$ cat config.mk
export PLATFORM = sky130hd
export DESIGN_NAME = regbus_xcvr
export DESIGN_NICKNAME = d
export VERILOG_FILES = /design/src/rtl/regbus_pkg.sv /design/src/rtl/regbus_edge.sv /design/src/rtl/regbus_store.sv /design/src/rtl/regbus_outpath.sv /design/src/rtl/regbus_xcvr.sv
export SDC_FILE = /design/constraint.sdc
export NUM_CORES = 1
export LEC_CHECK = 0
export CAP_MARGIN = 20
export CORE_MARGIN = 2
export CORE_UTILIZATION = 46
export DETAILED_ROUTE_END_ITERATION = 8
export PLACE_DENSITY = 0.78
export SETUP_SLACK_MARGIN = 0.4
export SYNTH_ARGS = -nofsm -noshare
export SYNTH_HDL_FRONTEND = slang
export SYNTH_SLANG_ARGS = --single-unit
$ cat constraint.sdc
create_clock -name clk -period 1.12 [get_ports clk]
set_input_delay 0.168 -clock clk [delete_from_list [all_inputs] [get_ports clk]]
set_output_delay 0.168 -clock clk [all_outputs]
set_load 0.05 [all_outputs]
$ cat src/rtl/regbus_pkg.sv
package regbus_pkg;

  typedef struct packed {
    logic ab;  // drive bus B from the A path
    logic ba;  // drive bus A from the B path
  } drive_t;

  // Decode the two generic control pins for either control style.
  function automatic drive_t fn_drive(input bit dual, input logic p, input logic q);
    drive_t d;
    if (dual) begin
      d.ab = p;
      d.ba = ~q;
    end else begin
      d.ab = ~p & q;
      d.ba = ~p & ~q;
    end
    return d;
  endfunction

  // 0-to-1 change between the previous and the current sample.
  function automatic logic fn_rise(input logic prev, input logic cur);
    return cur & ~prev;
  endfunction

endpackage

$ cat src/rtl/regbus_edge.sv
module regbus_edge
  import regbus_pkg::*;
(
  input  logic clk,
  input  logic rst,
  input  logic strobe,
  output logic rise
);
  logic prev_q;

  always_ff @(posedge clk) begin
    if (rst) prev_q <= 1'b0;
    else     prev_q <= strobe;
  end

  assign rise = fn_rise(prev_q, strobe);


  single_rise_chk: assert property (@(posedge clk) disable iff (rst)
    rise |=> !rise);
endmodule

$ cat src/rtl/regbus_store.sv
module regbus_store #(
  parameter int WIDTH = 8
) (
  input  logic             clk,
  input  logic             rst,
  input  logic             load,
  input  logic [WIDTH-1:0] d,
  output logic [WIDTH-1:0] q
);
  always_ff @(posedge clk) begin
    if (rst)       q <= '0;
    else if (load) q <= d;
  end


  load_value_chk: assert property (@(posedge clk) disable iff (rst)
    load |=> (q == $past(d)));


  hold_value_chk: assert property (@(posedge clk) disable iff (rst)
    !load |=> $stable(q));
endmodule

$ cat src/rtl/regbus_outpath.sv
module regbus_outpath #(
  parameter int WIDTH  = 8,
  parameter bit INVERT = 1'b0
) (
  input  logic             clk,
  input  logic             rst,
  input  logic [WIDTH-1:0] live,
  input  logic [WIDTH-1:0] stored,
  input  logic             sel,
  input  logic             en,
  output logic [WIDTH-1:0] dout,
  output logic             oe
);
  logic [WIDTH-1:0] pick;
  logic [WIDTH-1:0] shaped;

  assign pick = sel ? stored : live;

  generate
    if (INVERT) begin : g_inv
      assign shaped = ~pick;
    end else begin : g_pass
      assign shaped = pick;
    end
  endgenerate

  always_ff @(posedge clk) begin
    if (rst) begin
      dout <= '0;
      oe   <= 1'b0;
    end else begin
      dout <= shaped;
      oe   <= en;
    end
  end


  oe_latency_chk: assert property (@(posedge clk) disable iff (rst)
    en |=> oe);


  oe_off_latency_chk: assert property (@(posedge clk) disable iff (rst)
    !en |=> !oe);
endmodule

$ cat src/rtl/regbus_xcvr.sv
module regbus_xcvr
  import regbus_pkg::*;
#(
  parameter int WIDTH   = 8,
  parameter bit DUAL_EN = 1'b1,
  parameter bit INVERT  = 1'b0
) (
  input  logic             clk,
  input  logic             rst,
  input  logic [WIDTH-1:0] a_in,
  output logic [WIDTH-1:0] a_out,
  output logic             a_oe,
  input  logic [WIDTH-1:0] b_in,
  output logic [WIDTH-1:0] b_out,
  output logic             b_oe,
  input  logic             cap_ab,
  input  logic             cap_ba,
  input  logic             sel_ab,
  input  logic             sel_ba,
  input  logic             ctl_p,
  input  logic             ctl_q
);
  localparam logic [WIDTH-1:0] RST_VIEW = INVERT ? {WIDTH{1'b1}} : '0;

  logic             rise_ab, rise_ba;
  logic [WIDTH-1:0] reg_a, reg_b;
  drive_t           drv;

  assign drv = fn_drive(DUAL_EN, ctl_p, ctl_q);

  regbus_edge u_edge_ab (.clk(clk), .rst(rst), .strobe(cap_ab), .rise(rise_ab));
  regbus_edge u_edge_ba (.clk(clk), .rst(rst), .strobe(cap_ba), .rise(rise_ba));

  regbus_store #(.WIDTH(WIDTH)) u_store_a (
    .clk(clk), .rst(rst), .load(rise_ab), .d(a_in), .q(reg_a));
  regbus_store #(.WIDTH(WIDTH)) u_store_b (
    .clk(clk), .rst(rst), .load(rise_ba), .d(b_in), .q(reg_b));

  regbus_outpath #(.WIDTH(WIDTH), .INVERT(INVERT)) u_to_b (
    .clk(clk), .rst(rst), .live(a_in), .stored(reg_a), .sel(sel_ab),
    .en(drv.ab), .dout(b_out), .oe(b_oe));
  regbus_outpath #(.WIDTH(WIDTH), .INVERT(INVERT)) u_to_a (
    .clk(clk), .rst(rst), .live(b_in), .stored(reg_b), .sel(sel_ba),
    .en(drv.ba), .dout(a_out), .oe(a_oe));


  reset_quiet_chk: assert property (@(posedge clk)
    rst |=> (!a_oe && !b_oe && reg_a == '0 && reg_b == '0));


  live_ab_polarity_chk: assert property (@(posedge clk) disable iff (rst)
    !sel_ab |=> (b_out == (INVERT ? ~$past(a_in) : $past(a_in))));


  stored_ba_view_chk: assert property (@(posedge clk) disable iff (rst)
    (sel_ba && reg_b == '0) |=> (a_out == RST_VIEW));

  generate
    if (!DUAL_EN) begin : g_single_chk

      one_side_chk: assert property (@(posedge clk) disable iff (rst)
        !(a_oe && b_oe));
    end else begin : g_dual_chk

      dual_b_en_chk: assert property (@(posedge clk) disable iff (rst)
        ctl_p |=> b_oe);
    end
  endgenerate
endmodule

Yosys cells after proc, flatten, opt, wreduce, memory -nomap -nowiden

Index checks and enable logic that the tools add are counted.

Multiplexer cells: 2
Bitwise logic cells: 5

Operator list:

| cell          | count |
|---|---|
| $mux W8       | 2 |
| $not A1 Y1    | 3 |
| $and A1 B1 Y1 | 2 |

Register bits: 36
Bits of input ports: 24
Word-level logic and storage cells: 15

Logic depth before layout (Yosys ltp)

Depth in word-level cells: 2
Mapped depth: 3

Modules after synthesis

From an unflattened synthesis, not the netlist that was laid out.

Cell total of the unflattened synthesis: 115
Area total of the unflattened synthesis: 1295.0 um2

Modules (own cells, without submodules):

| module         | times used | cells an instance | area an instance (um2) |
|---|---|---|---|
| regbus_outpath | 2          | 28                | 312.8 |
| regbus_store   | 2          | 26                | 285.3 |
| regbus_edge    | 2          | 3                 | 47.5 |
| regbus_xcvr    | 1          | 1                 | 3.8 |

Worst setup path before layout

Ideal clock, no wire load.

Path kind: reg2reg
Start: reg u_edge_ba.prev_q
End: reg u_store_b.q[0]
Library setup time: 0.117 ns
Arrival: 0.722 ns
Setup slack: 0.281 ns
Stages on the path, launching flop included: 3
Path buffers: 0
Cells stage by stage: dfxtp_1 and2b_4 o21ai_2

Word-level cells in the longest chain between the ends: 2

RTL lines:

| item                     | RTL line           | text |
|---|---|---|
| start: declaration       | regbus_edge.sv:9   | `logic prev_q;` |
| start signal: assignment | regbus_edge.sv:13  | `else prev_q <= strobe;` |
| $not A1 Y1               | regbus_pkg.sv:23   | `return cur & ~prev;` |
| $and A1 B1 Y1            | regbus_pkg.sv:23   |  |
| end signal: assignment   | regbus_store.sv:11 | `if (rst) q <= '0;` |
| end signal: assignment   | regbus_store.sv:12 | `else if (load) q <= d;` |
| end: declaration         | regbus_store.sv:8  | `output logic [WIDTH-1:0] q` |

Every way passes these cells.
A chain may end at the register's enable or synchronous reset.

Worst setup path in the final report

Start: reg u_to_b.dout[0]
End: out b_out[0]

RTL lines:

| item                     | RTL line             | text |
|---|---|---|
| start: declaration       | regbus_outpath.sv:11 | `output logic [WIDTH-1:0] dout,` |
| start signal: assignment | regbus_outpath.sv:32 | `dout <= shaped;` |
| end: declaration         | regbus_xcvr.sv:14    | `output logic [WIDTH-1:0] b_out,` |

No word-level cell between the ends.

==> results.sh <==
export IMPL_power_density_nw_per_um2=1230
export IMPL_grt_pass1_wl_um=5306
export IMPL_die_area_um2=3539
export IMPL_diodes=0
export IMPL_cp_cell_sequence="buf_12"
export IMPL_dpl_hpwl_um=2123
export IMPL_critPathMaxStageDelay_ps=360
export IMPL_cts_sink_count=36
export IMPL_synth_area_per_cell_um2=10.98
export IMPL_crit_fanout=1
export IMPL_firstDrtPassIters=4
export IMPL_yosysWarningCount=0
export IMPL_switchingPower_mw=0.7693
export IMPL_vias=1161
export IMPL_min_period_over_period=0.9024
export IMPL_core_area_um2=2978
export IMPL_place_ws_ps=-152.2
export IMPL_instances_no_fill=216
export IMPL_regArea_um2=750.7
export IMPL_drt_iter0_markers=11
export IMPL_areaGrowthSynthToFinish_pct=60.34
export IMPL_cp_num_buf_inv=1
export IMPL_r2r_start="u_edge_ab.prev_q"
export IMPL_hold_start="ctl_q"
export IMPL_crit_family="flip-flops"
export IMPL_crit_slowest_cell="dfxtp_2"
export IMPL_drc=0
export IMPL_multi_input_area_um2=681.9
export IMPL_ios=42
export IMPL_rr_worst_depth=2
export IMPL_worstSkewPairLatency_ps=350
export IMPL_n_fill_cell=202
export IMPL_rsz0062_at_grt="yes"
export IMPL_antenna_left=0
export IMPL_clkPwrFrac=0.261
export IMPL_p_int_mw=2.024
export IMPL_crit_arrival_ps=840
export IMPL_holdPathStages=2
export IMPL_cts_max_level=2
export IMPL_ir_worst_vdd_mv=1.179
export IMPL_setup_viol=0
export IMPL_max_slew_worst_pin_slew_ps=293.4
export IMPL_switching_share=0.2754
export IMPL_cts_buffers=5
export IMPL_ys_types=12
export IMPL_slew_headroom=0.8052
export IMPL_syn_cell_area_um2=1416
export IMPL_hold_class="primary input to register"
export IMPL_whs_ps=342.7
export IMPL_pwr_share_seq=0.507
export IMPL_routabilityCongestion=0.7238
export IMPL_max_cap_violations=0
export IMPL_grt_max_degree=25
export IMPL_grtUsageTotal=0.2119
export IMPL_slew_violations=0
export IMPL_cts_tree="built"
export IMPL_holdPathEnd="u_to_a.oe"
export IMPL_wl_per_cell_um=15.43
export IMPL_die_w_um=59.49
export IMPL_tns_ps=0
export IMPL_gr_total_overflow=0
export IMPL_std_cell_rows=20
export IMPL_r2r_slack_ps=210
export IMPL_setup_slack_ps=109.3
export IMPL_timing_rr_end="u_store_a.q[6]"
export IMPL_syn_inst=129
export IMPL_criticalPathCategory="register to primary output"
export IMPL_min_period_ps=1011
export IMPL_root_buffer="clkbuf_4"
export IMPL_start_util=0.4756
export IMPL_syn_num_nets=153
export IMPL_post_route_util=0.7626
export IMPL_cts_hold_buffers=0
export IMPL_clkTransAtPathRegs_ps=100
export IMPL_status="completed"
export IMPL_antenna_found_initial=0
export IMPL_dp_cells=204
export IMPL_fmax_mhz=989.4
export IMPL_wl_um=3333
export IMPL_cts_buffer_depth=2
export IMPL_worstSetupEndpointType="primary output"
export IMPL_drive_above_1_share=0.4044
export IMPL_p_leak_nw=0.9157
export IMPL_worstSetupStartpointType="register"
export IMPL_final_hold_violation_count=0
export IMPL_port_buffers=41
export IMPL_die_h_um=59.49
export IMPL_synth_seq_area_share=0.5088
export IMPL_ys_ff_latch=36
export IMPL_fin_skew_ps=1.653
export IMPL_grt_pass1_vias=1169
export IMPL_viasPerCell=5.375
export IMPL_worstPathRequired_ps=950
export IMPL_combinationalPowerShare=0.232
export IMPL_nets=206
cell type report:
cell class                 instances  area share
clock buffer                       8     0.02590
multi-input combinational         86      0.3003
sequential                        36      0.3306
tap                               33     0.01818
timing repair buffer              53      0.3251
power groups by stage:
stage	registers (mW)	clock network [mW]	logic (mW)
floorplan	1.55	0	0.173
global placement	1.45	0	0.597
detailed placement	1.45	0	0.609
CTS	1.42	0.728	0.640
global route	1.42	0.775	0.682
finish	1.42	0.730	0.647
state kept, by name (all words and copies together) (netlist names):
signal,count
u_edge_ab.prev_q,1
u_store_b.q,8
u_to_a.oe,1
u_edge_ba.prev_q,1
u_to_b.dout,8
u_to_b.oe,1
u_to_a.dout,8
u_store_a.q,8
cell usage in the layout (no fill, tap or decap), types with 3 or more instances in the layout:
master           synthesis  layout
nand2b_1                16      16
nor2_1                  17      17
buf_12                   0      21
nand4bb_1               16      16
dfxtp_1                 36      16
mux2i_1                 16      16
dfxtp_2                  0      18
buf_4                    2       7
dlygate4sd2_1            0       3
clkdlybuf4s50_1          0      20
clkbuf_4                 0       5
o21ai_2                  8      15
layer usage:
| metal | GRT usage | wire, um |
|---|---|---|
| met4 | 0.1460 | 152 |
| met5 | 0 | 0 |
| met1 | 0.2435 | 1305 |
| met2 | 0.3218 | 1670 |
| met3 | 0.08297 | 204 |
what timing repair did:
item / 4_1_cts / 5_1_grt
pin swaps: 0 / 1
endpoints found under the setup margin: 52 / 40
gates resized for setup: 7 / 7
gates cloned: 1 / 0
setup buffers: 3 / 0
Yosys cell counts:
cell / n / area (um^2)
dfxtp_1: 36 / 720.7
nor2_1: 17 / 63.81
mux2i_1: 16 / 160.2
nand2b_1: 16 / 100.1
nand4bb_1: 16 / 180.2
o21ai_1: 8 / 40.04
o21ai_2: 8 / 70.07
buf_2: 5 / 25.02
and2b_4: 2 / 20.02
buf_4: 2 / 15.01
nor2b_1: 2 / 12.51
nor2b_2: 1 / 8.760
cells by family after synthesis:
group / share of synthesized area
DFF: 0.5088
muxes: 0.1131
and+or+nand+nor: 0.2721
AOI/OAI and AO/OA: 0.07774
buffers and inverters: 0.02826
through the flow:
stage	instance area [um^2]	power [mW]
finish	2271	2.793
global route	2271	2.880
CTS	2253	2.783
detailed placement	2131	2.061
global placement	2131	2.042
floorplan	1441	1.726
worst max-delay path by stage:
stage,startpoint,endpoint,cells past startpoint
floorplan,u_edge_ba.prev_q,u_store_b.q[0],2
global placement,sel_ba,u_to_a.dout[4],4
detailed placement,rst,u_store_a.q[2],4
CTS,u_to_a.dout[2],a_out[2],1
global route,u_to_b.dout[2],b_out[2],1
finish,u_to_b.dout[0],b_out[0],1
Note: power is estimated with default switching activity, not from simulation.
